### config.mk
export PLATFORM = sky130hd
export DESIGN_NAME = exattr_top
export DESIGN_NICKNAME = d
export VERILOG_FILES = /design/src/rtl/exattr_pkg.sv /design/src/rtl/exattr_ctrl_reg.sv /design/src/rtl/exattr_store.sv /design/src/rtl/exattr_fetch_snoop.sv /design/src/rtl/exattr_top.sv
export SDC_FILE = /design/constraint.sdc
export NUM_CORES = 2
export LEC_CHECK = 0
export BUFFER_PORTS_ARGS = -buffer_cell sky130_fd_sc_hd__buf_4
export CAP_MARGIN = 40
export CORE_MARGIN = 1.5
export CORE_UTILIZATION = 50
export DETAILED_ROUTE_END_ITERATION = 10
export PLACE_DENSITY_LB_ADDON = 0.3
export SYNTH_ARGS = -nofsm -noshare
export SYNTH_HDL_FRONTEND = slang
export SYNTH_SLANG_ARGS = --single-unit
### constraint.sdc
create_clock -name clk -period 5.79 [get_ports clk]
set_input_delay 0.579 -clock clk [delete_from_list [all_inputs] [get_ports clk]]
set_output_delay 0.579 -clock clk [all_outputs]
set_load 0.01 [all_outputs]
### src/rtl/exattr_pkg.sv
package exattr_pkg;

  localparam int BYTE_W = 8;
  localparam int PAL_W  = 2;

  typedef enum logic [1:0] {
    MIR_VERT  = 2'd0,
    MIR_HORZ  = 2'd1,
    MIR_ONE_A = 2'd2,
    MIR_ONE_B = 2'd3
  } mirror_e;

  // Repeat one palette code into every field of an attribute byte, so the
  // renderer's quadrant shift always lands on the same palette.
  function automatic logic [BYTE_W-1:0] fan_palette(input logic [PAL_W-1:0] code);
    return {(BYTE_W/PAL_W){code}};
  endfunction

endpackage

### src/rtl/exattr_ctrl_reg.sv
module exattr_ctrl_reg
  import exattr_pkg::*;
#(
  parameter int          CPU_AW     = 16,
  parameter int          DW         = 8,
  parameter logic [15:0] CTRL_MASK  = 16'hC00F,
  parameter logic [15:0] CTRL_MATCH = 16'h800A
) (
  input  logic          clk,
  input  logic          rst,
  input  logic          cpu_we,
  input  logic [CPU_AW-1:0] cpu_addr,
  input  logic [DW-1:0] cpu_wdata,
  output mirror_e       mode,
  output logic          ext_en,
  output logic          wram_we
);

  localparam int MODE_LSB = 0;
  localparam int EXT_BIT  = 2;
  localparam int WRAM_BIT = 3;

  logic          hit;
  logic [DW-1:0] ctrl_q;

  assign hit = cpu_we && ((cpu_addr & CPU_AW'(CTRL_MASK)) == CPU_AW'(CTRL_MATCH));

  always_ff @(posedge clk) begin
    if (rst)      ctrl_q <= '0;
    else if (hit) ctrl_q <= cpu_wdata;
  end

  assign mode    = mirror_e'(ctrl_q[MODE_LSB +: 2]);
  assign ext_en  = ctrl_q[EXT_BIT];
  assign wram_we = ctrl_q[WRAM_BIT];

  assert_ctrl_load_R2: assert property (@(posedge clk) disable iff (rst)
    (cpu_we && ((cpu_addr & CPU_AW'(CTRL_MASK)) == CPU_AW'(CTRL_MATCH)))
      |=> ({wram_we, ext_en, mode} == $past(cpu_wdata[3:0])));

  assert_ctrl_keep_R2: assert property (@(posedge clk) disable iff (rst)
    !(cpu_we && ((cpu_addr & CPU_AW'(CTRL_MASK)) == CPU_AW'(CTRL_MATCH)))
      |=> $stable({wram_we, ext_en, mode}));

endmodule

### src/rtl/exattr_store.sv
module exattr_store #(
  parameter int DEPTH = 1024,
  parameter int W     = 2,
  localparam int AW   = $clog2(DEPTH)
) (
  input  logic          clk,
  input  logic          we,
  input  logic [AW-1:0] waddr,
  input  logic [W-1:0]  wdata,
  input  logic [AW-1:0] raddr,
  output logic [W-1:0]  rdata
);

  logic [W-1:0] mem [DEPTH];

  // Read-first single clock RAM: a write and a read of one entry in the
  // same cycle return the entry's old contents.
  always_ff @(posedge clk) begin
    if (we) mem[waddr] <= wdata;
    rdata <= mem[raddr];
  end

endmodule

### src/rtl/exattr_fetch_snoop.sv
module exattr_fetch_snoop
  import exattr_pkg::*;
#(
  parameter int          VID_AW     = 14,
  parameter int          DW         = 8,
  parameter int          OFFS_W     = 10,
  parameter int          NUM_STORES = 2,
  parameter int          PW         = 2,
  parameter logic [13:0] NT_BASE    = 14'h2000,
  parameter logic [9:0]  ATTR_START = 10'h3C0
) (
  input  logic                           clk,
  input  logic                           rst,
  input  logic                           vid_valid,
  input  logic                           vid_render,
  input  logic [VID_AW-1:0]              vid_addr,
  input  logic [DW-1:0]                  vid_mem_data,
  input  mirror_e                        mode,
  input  logic                           ext_en,
  input  logic [NUM_STORES-1:0][PW-1:0]  store_q,
  output logic [OFFS_W-1:0]              rd_offset,
  output logic                           vid_rvalid,
  output logic [DW-1:0]                  vid_rdata
);

  localparam int BANK_W = (NUM_STORES > 1) ? $clog2(NUM_STORES) : 1;

  logic              in_table, attr_area, nt_hit, at_hit;
  logic [BANK_W-1:0] bank_sel;

  logic [OFFS_W-1:0] offset_q;
  logic              rvalid_q, use_store_q;
  logic [BANK_W-1:0] bank_q;
  logic [DW-1:0]     pass_q;

  assign in_table  = (vid_addr >= VID_AW'(NT_BASE));
  assign attr_area = (vid_addr[OFFS_W-1:0] >= ATTR_START);
  assign nt_hit    = vid_valid && vid_render && in_table && !attr_area;
  assign at_hit    = vid_valid && vid_render && in_table && attr_area;

  always_comb begin
    unique case (mode)
      MIR_VERT:  bank_sel = BANK_W'(vid_addr[OFFS_W]);
      MIR_HORZ:  bank_sel = BANK_W'(vid_addr[OFFS_W+1]);
      MIR_ONE_A: bank_sel = BANK_W'(0);
      default:   bank_sel = BANK_W'(1);
    endcase
  end

  always_ff @(posedge clk) begin
    if (rst) begin
      offset_q    <= '0;
      rvalid_q    <= 1'b0;
      use_store_q <= 1'b0;
      bank_q      <= '0;
      pass_q      <= '0;
    end else begin
      if (nt_hit) offset_q <= vid_addr[OFFS_W-1:0];
      rvalid_q    <= vid_valid;
      use_store_q <= at_hit && ext_en;
      bank_q      <= bank_sel;
      pass_q      <= vid_mem_data;
    end
  end

  assign rd_offset  = offset_q;
  assign vid_rvalid = rvalid_q;
  assign vid_rdata  = use_store_q ? DW'(fan_palette(store_q[bank_q])) : pass_q;

  assert_offset_load_R4: assert property (@(posedge clk) disable iff (rst)
    (vid_valid && vid_render && in_table && !attr_area)
      |=> (rd_offset == $past(vid_addr[OFFS_W-1:0])));

  assert_offset_hold_R4: assert property (@(posedge clk) disable iff (rst)
    !(vid_valid && vid_render && in_table && !attr_area) |=> $stable(rd_offset));

  assert_answer_valid_R5: assert property (@(posedge clk) disable iff (rst)
    vid_valid |=> vid_rvalid);

  assert_no_spurious_valid_R5: assert property (@(posedge clk) disable iff (rst)
    !vid_valid |=> !vid_rvalid);

  assert_pass_disabled_R7: assert property (@(posedge clk) disable iff (rst)
    (vid_valid && !ext_en) |=> (vid_rdata == $past(vid_mem_data)));

  assert_pass_nonrender_R7: assert property (@(posedge clk) disable iff (rst)
    (vid_valid && !vid_render) |=> (vid_rdata == $past(vid_mem_data)));

endmodule

### src/rtl/exattr_top.sv
module exattr_top
  import exattr_pkg::*;
#(
  parameter int          CPU_AW      = 16,
  parameter int          VID_AW      = 14,
  parameter int          DW          = BYTE_W,
  parameter int          PW          = PAL_W,
  parameter int          NUM_STORES  = 2,
  parameter int          STORE_DEPTH = 1024,
  parameter logic [15:0] STORE_MASK  = 16'hC000,
  parameter logic [15:0] STORE_MATCH = 16'hC000,
  parameter logic [15:0] CTRL_MASK   = 16'hC00F,
  parameter logic [15:0] CTRL_MATCH  = 16'h800A
) (
  input  logic              clk,
  input  logic              rst,
  input  logic              cpu_we,
  input  logic [CPU_AW-1:0] cpu_addr,
  input  logic [DW-1:0]     cpu_wdata,
  input  logic              vid_valid,
  input  logic              vid_render,
  input  logic [VID_AW-1:0] vid_addr,
  input  logic [DW-1:0]     vid_mem_data,
  output logic              vid_rvalid,
  output logic [DW-1:0]     vid_rdata,
  output logic [1:0]        mirror_mode,
  output logic              ext_attr_en,
  output logic              wram_wr_en
);

  localparam int OFFS_W = $clog2(STORE_DEPTH);
  localparam int BANK_W = (NUM_STORES > 1) ? $clog2(NUM_STORES) : 1;

  mirror_e                       mode;
  logic                          store_hit;
  logic [BANK_W-1:0]             wr_bank;
  logic [OFFS_W-1:0]             rd_offset;
  logic [NUM_STORES-1:0][PW-1:0] store_q;

  exattr_ctrl_reg #(
    .CPU_AW     (CPU_AW),
    .DW         (DW),
    .CTRL_MASK  (CTRL_MASK),
    .CTRL_MATCH (CTRL_MATCH)
  ) u_ctrl (
    .clk       (clk),
    .rst       (rst),
    .cpu_we    (cpu_we),
    .cpu_addr  (cpu_addr),
    .cpu_wdata (cpu_wdata),
    .mode      (mode),
    .ext_en    (ext_attr_en),
    .wram_we   (wram_wr_en)
  );

  assign mirror_mode = mode;

  assign store_hit = cpu_we && ((cpu_addr & CPU_AW'(STORE_MASK)) == CPU_AW'(STORE_MATCH));
  assign wr_bank   = cpu_addr[OFFS_W +: BANK_W];

  for (genvar g = 0; g < NUM_STORES; g++) begin : g_store
    exattr_store #(
      .DEPTH (STORE_DEPTH),
      .W     (PW)
    ) u_store (
      .clk   (clk),
      .we    (store_hit && (wr_bank == BANK_W'(g))),
      .waddr (cpu_addr[OFFS_W-1:0]),
      .wdata (cpu_wdata[PW-1:0]),
      .raddr (rd_offset),
      .rdata (store_q[g])
    );
  end

  exattr_fetch_snoop #(
    .VID_AW     (VID_AW),
    .DW         (DW),
    .OFFS_W     (OFFS_W),
    .NUM_STORES (NUM_STORES),
    .PW         (PW)
  ) u_snoop (
    .clk          (clk),
    .rst          (rst),
    .vid_valid    (vid_valid),
    .vid_render   (vid_render),
    .vid_addr     (vid_addr),
    .vid_mem_data (vid_mem_data),
    .mode         (mode),
    .ext_en       (ext_attr_en),
    .store_q      (store_q),
    .rd_offset    (rd_offset),
    .vid_rvalid   (vid_rvalid),
    .vid_rdata    (vid_rdata)
  );

  assert_reset_quiet_R1: assert property (@(posedge clk)
    rst |=> (!vid_rvalid && vid_rdata == '0 && mirror_mode == 2'd0 && !ext_attr_en && !wram_wr_en));

endmodule

==> results.py <==
metrics = {
    "outcome": {
        "status": "completed",
    },
    "route": {
        "detail_route.vias_per_cell": 6.428,
        "ant_nets": 0,
        "drc_errors": 0,
        "drt_first_iter_violations": 13290,
        "post_drt_wl_per_cell_um": 31.80,
        "routed_wirelength_mm": 458.1,
        "first_pass_iters": 8,
        "num_vias": 92590,
    },
    "grt": {
        "grt_use_total_pct": 26.90,
        "grt_pass1_wl_mm": 656.3,
        "antenna_found_initial": 13,
        "grt_max_degree": 265,
        "grt_pass1_vias": 94150,
        "grt.overflow.total": 0,
    },
    "critical_path": {
        "cp_max_fo": 41,
        "arrival_ps": 5440,
        "ff2ff_path_depth": 9,
        "crit-reg2reg-launch": "u_snoop.rd_offset[2]",
        "regToRegEndpoint": "g_store[0].u_store.rdata[0]",
        "criticalPathCategory": "register to register",
        "endpoint_kind": "register",
        "critPathLaunchType": "register",
        "cp.required_ps": 6700,
        "r2r_slack_ps": 1250,
        "crit_end": "g_store[0].u_store.rdata[0]",
        "worstSetupStartpoint": "u_snoop.rd_offset[2]",
    },
    "clock_network": {
        "cts_tree": "done",
        "cts_sinks": 4125,
        "ctsHtreeMaxLevel": 5,
        "cts_root_buffer": "clkbuf_16",
        "cts_repair_resize_count": 0,
        "clkTransAtPathRegs_ps": 60,
        "numCtsBuffers": 406,
        "clk_latency_ps": 960,
        "clock_path_buffers": 4,
    },
    "power": {
        "p_clk_share_pct": 43.0,
        "internal_power_mw": 48.81,
        "ir_drop_mv": 0.2781,
        "swShare_pct": 20.86,
        "p_seq_share_pct": 53.3,
        "leakage_nw": 55.57,
        "pwr-share-comb_pct": 3.7,
        "power-per-cell-area_mw_per_mm2": 327.8,
        "power.total_mw": 61.68,
        "switchingPower_mw": 12.87,
    },
    "floorplan": {
        "initial_core_util_pct": 50.18,
        "die_h_um": 581.0,
        "fp.dieArea_mm2": 0.3376,
        "die_width_um": 581.0,
        "num_rows": 212,
        "coreArea_mm2": 0.3329,
        "io_pins": 64,
    },
    "final_layout": {
        "layout_commonest_cell": "edfxtp_1",
        "area.growth.synth_to_final_pct": 12.62,
        "nets": 9727,
        "final_cell_mix": "edfxtp_1 (4096), nor2_1 (2116), mux4_2 (846)",
        "drive_gt1_share_pct": 19.57,
    },
    "yosys": {
        "synth-edff-count": 4096,
        "synth_nets": 9655,
        "synthCells": 9604,
        "synth_area_leaders": "edfxtp_1 (74%), mux4_2 (11%), nor2_1 (4.8%), mux2i_1 (2.6%), clkbuf_1 (1.3%)",
        "synth_area_mm2": 0.1671,
        "async_flop_share_pct": 0,
        "avgSynthCellArea_um2": 17.39,
        "yosysTopAreaCell": "edfxtp_1",
        "synth-seq-cells": 4125,
        "ys.flop_type": "edfxtp_1",
        "yosys_warnings": 0,
        "seq_area_frac_synth_pct": 73.98,
        "yosysUniqueCellTypes": 70,
        "synth_top_area_share_pct": 73.63,
    },
    "sta": {
        "period_share_pct": 78.39,
        "worstMarginPinSlew_ps": 1471,
        "relSlewSlack_pct": 1.956,
        "hold_viol": 0,
        "grt_setup_unrepaired": "no",
        "clock.fmax_mhz": 220.3,
        "finClkSkew_ps": 37.46,
        "period_needed_ps": 4539,
        "setup_viol": 0,
        "finalMaxSlewViolations": 0,
        "tns_ps": 0,
    },
    "place": {
        "io_buffers": 55,
        "place_hpwl_mm": 262.0,
        "gp_congestion": 0.8388,
    },
    "flow_run": {
        "cap_viol_max_count": 0,
    },
    "hold_path": {
        "hold_class": "input pin to register",
    },
}
## kinds of logic after synthesis
kind of cell / count (synthesis) / synth area share (%)
muxes: 1310 / 14.20
buffers and inverters: 807 / 2.272
DFF: 4125 / 73.98
AOI/OAI and AO/OA: 795 / 3.421
and+or+nand+nor: 2567 / 6.127
## flip-flops by register name, indices dropped and copies added, names as in the netlist
register	count
g_store.u_store.mem	4096
g_store.u_store.rdata	4
u_ctrl.ctrl_q	4
u_snoop.bank_q	1
u_snoop.pass_q	8
u_snoop.rd_offset	10
u_snoop.use_store_q	1
u_snoop.vid_rvalid	1
## routing by layer
layer	track usage, %	wire length, µm	vias up
li1	-	-	37940
met1	35.95	168200	48430
met2	44.35	223300	5293
met3	4.423	45270	921
met4	10.79	21320	4
met5	0	23	-
## final cells by class
type                       count  area, µm²
clock inverter               258       2663
tap                         4387       5489
antenna                        9      22.52
clock buffer                 483      10670
sequential                  4125     123600
timing repair buffer         462       5577
inverter                       9      46.29
fill                       24530     144800
multi-input combinational   4672      40070
## worst max-delay path: stages (launching register included)
cell and delay, ps:
dfxtp_4 710, buf_4 770, nor2b_2 380, a221oi_1 150, a21oi_1 180, o22ai_1 120, nor4_1 740, a41oi_1 460
nor3_1 680, or4_1 240
## repair_timing
action | CTS | global route
endpoints found under the hold margin | 24 | 0
endpoints found under the setup margin | 0 | 0
hold buffers | 46 | 0
buffers inserted | 0 | 0
## stage by stage
stage	util [%]	hold WS (ps)	instances	cell area [µm²]	setup WS, ps
after detailed placement	52.37	458.3	13610	174300	1332
after CTS	56.51	18.09	14400	188100	1281
after global routing	56.51	41.77	14400	188100	1132
after floorplan	-	468.6	9604	167100	2889
final	56.52	44.87	14410	188100	1251
after global placement	51.86	452.6	13530	172600	1076
## cell usage after synthesis, types with 23 or more instances
library cell / number
nand3_1: 41
buf_6: 58
edfxtp_1: 4096
clkbuf_1: 563
buf_2: 87
mux2_2: 25
a21oi_1: 145
nand2_1: 170
o21a_1: 23
a221oi_1: 40
nor2_1: 2128
a22o_1: 32
nor3_1: 85
buf_4: 56
a22oi_1: 116
nor4_1: 31
o22ai_1: 102
a211oi_1: 34
dfxtp_1: 29
nor2b_1: 25
o21ai_0: 55
mux2i_1: 439
buf_1: 33
mux4_2: 846
o221ai_1: 170
## power groups by stage
stage	sequential, mW	clock [mW]	combinational (mW)
final	32.9	26.5	2.28
after global placement	33.5	0	2.16
after CTS	32.9	26.8	2.26
after detailed placement	33.5	0	2.23
after global routing	32.8	27.9	2.37
after floorplan	33.5	0	1.03
## how the worst min path moves through the flow
| stage | from | end | cells past startpoint |
|---|---|---|---|
| floorplan | u_ctrl.ctrl_q[2] | u_snoop.use_store_q | 2 |
| global placement | u_ctrl.ctrl_q[2] | u_snoop.use_store_q | 2 |
| detailed placement | u_ctrl.ctrl_q[2] | u_snoop.use_store_q | 2 |
| CTS | vid_addr[2] | u_snoop.rd_offset[2] | 3 |
| global route | vid_addr[2] | u_snoop.rd_offset[2] | 3 |
| finish | vid_addr[2] | u_snoop.rd_offset[2] | 3 |
Note: power is estimated with default switching activity, not from simulation.
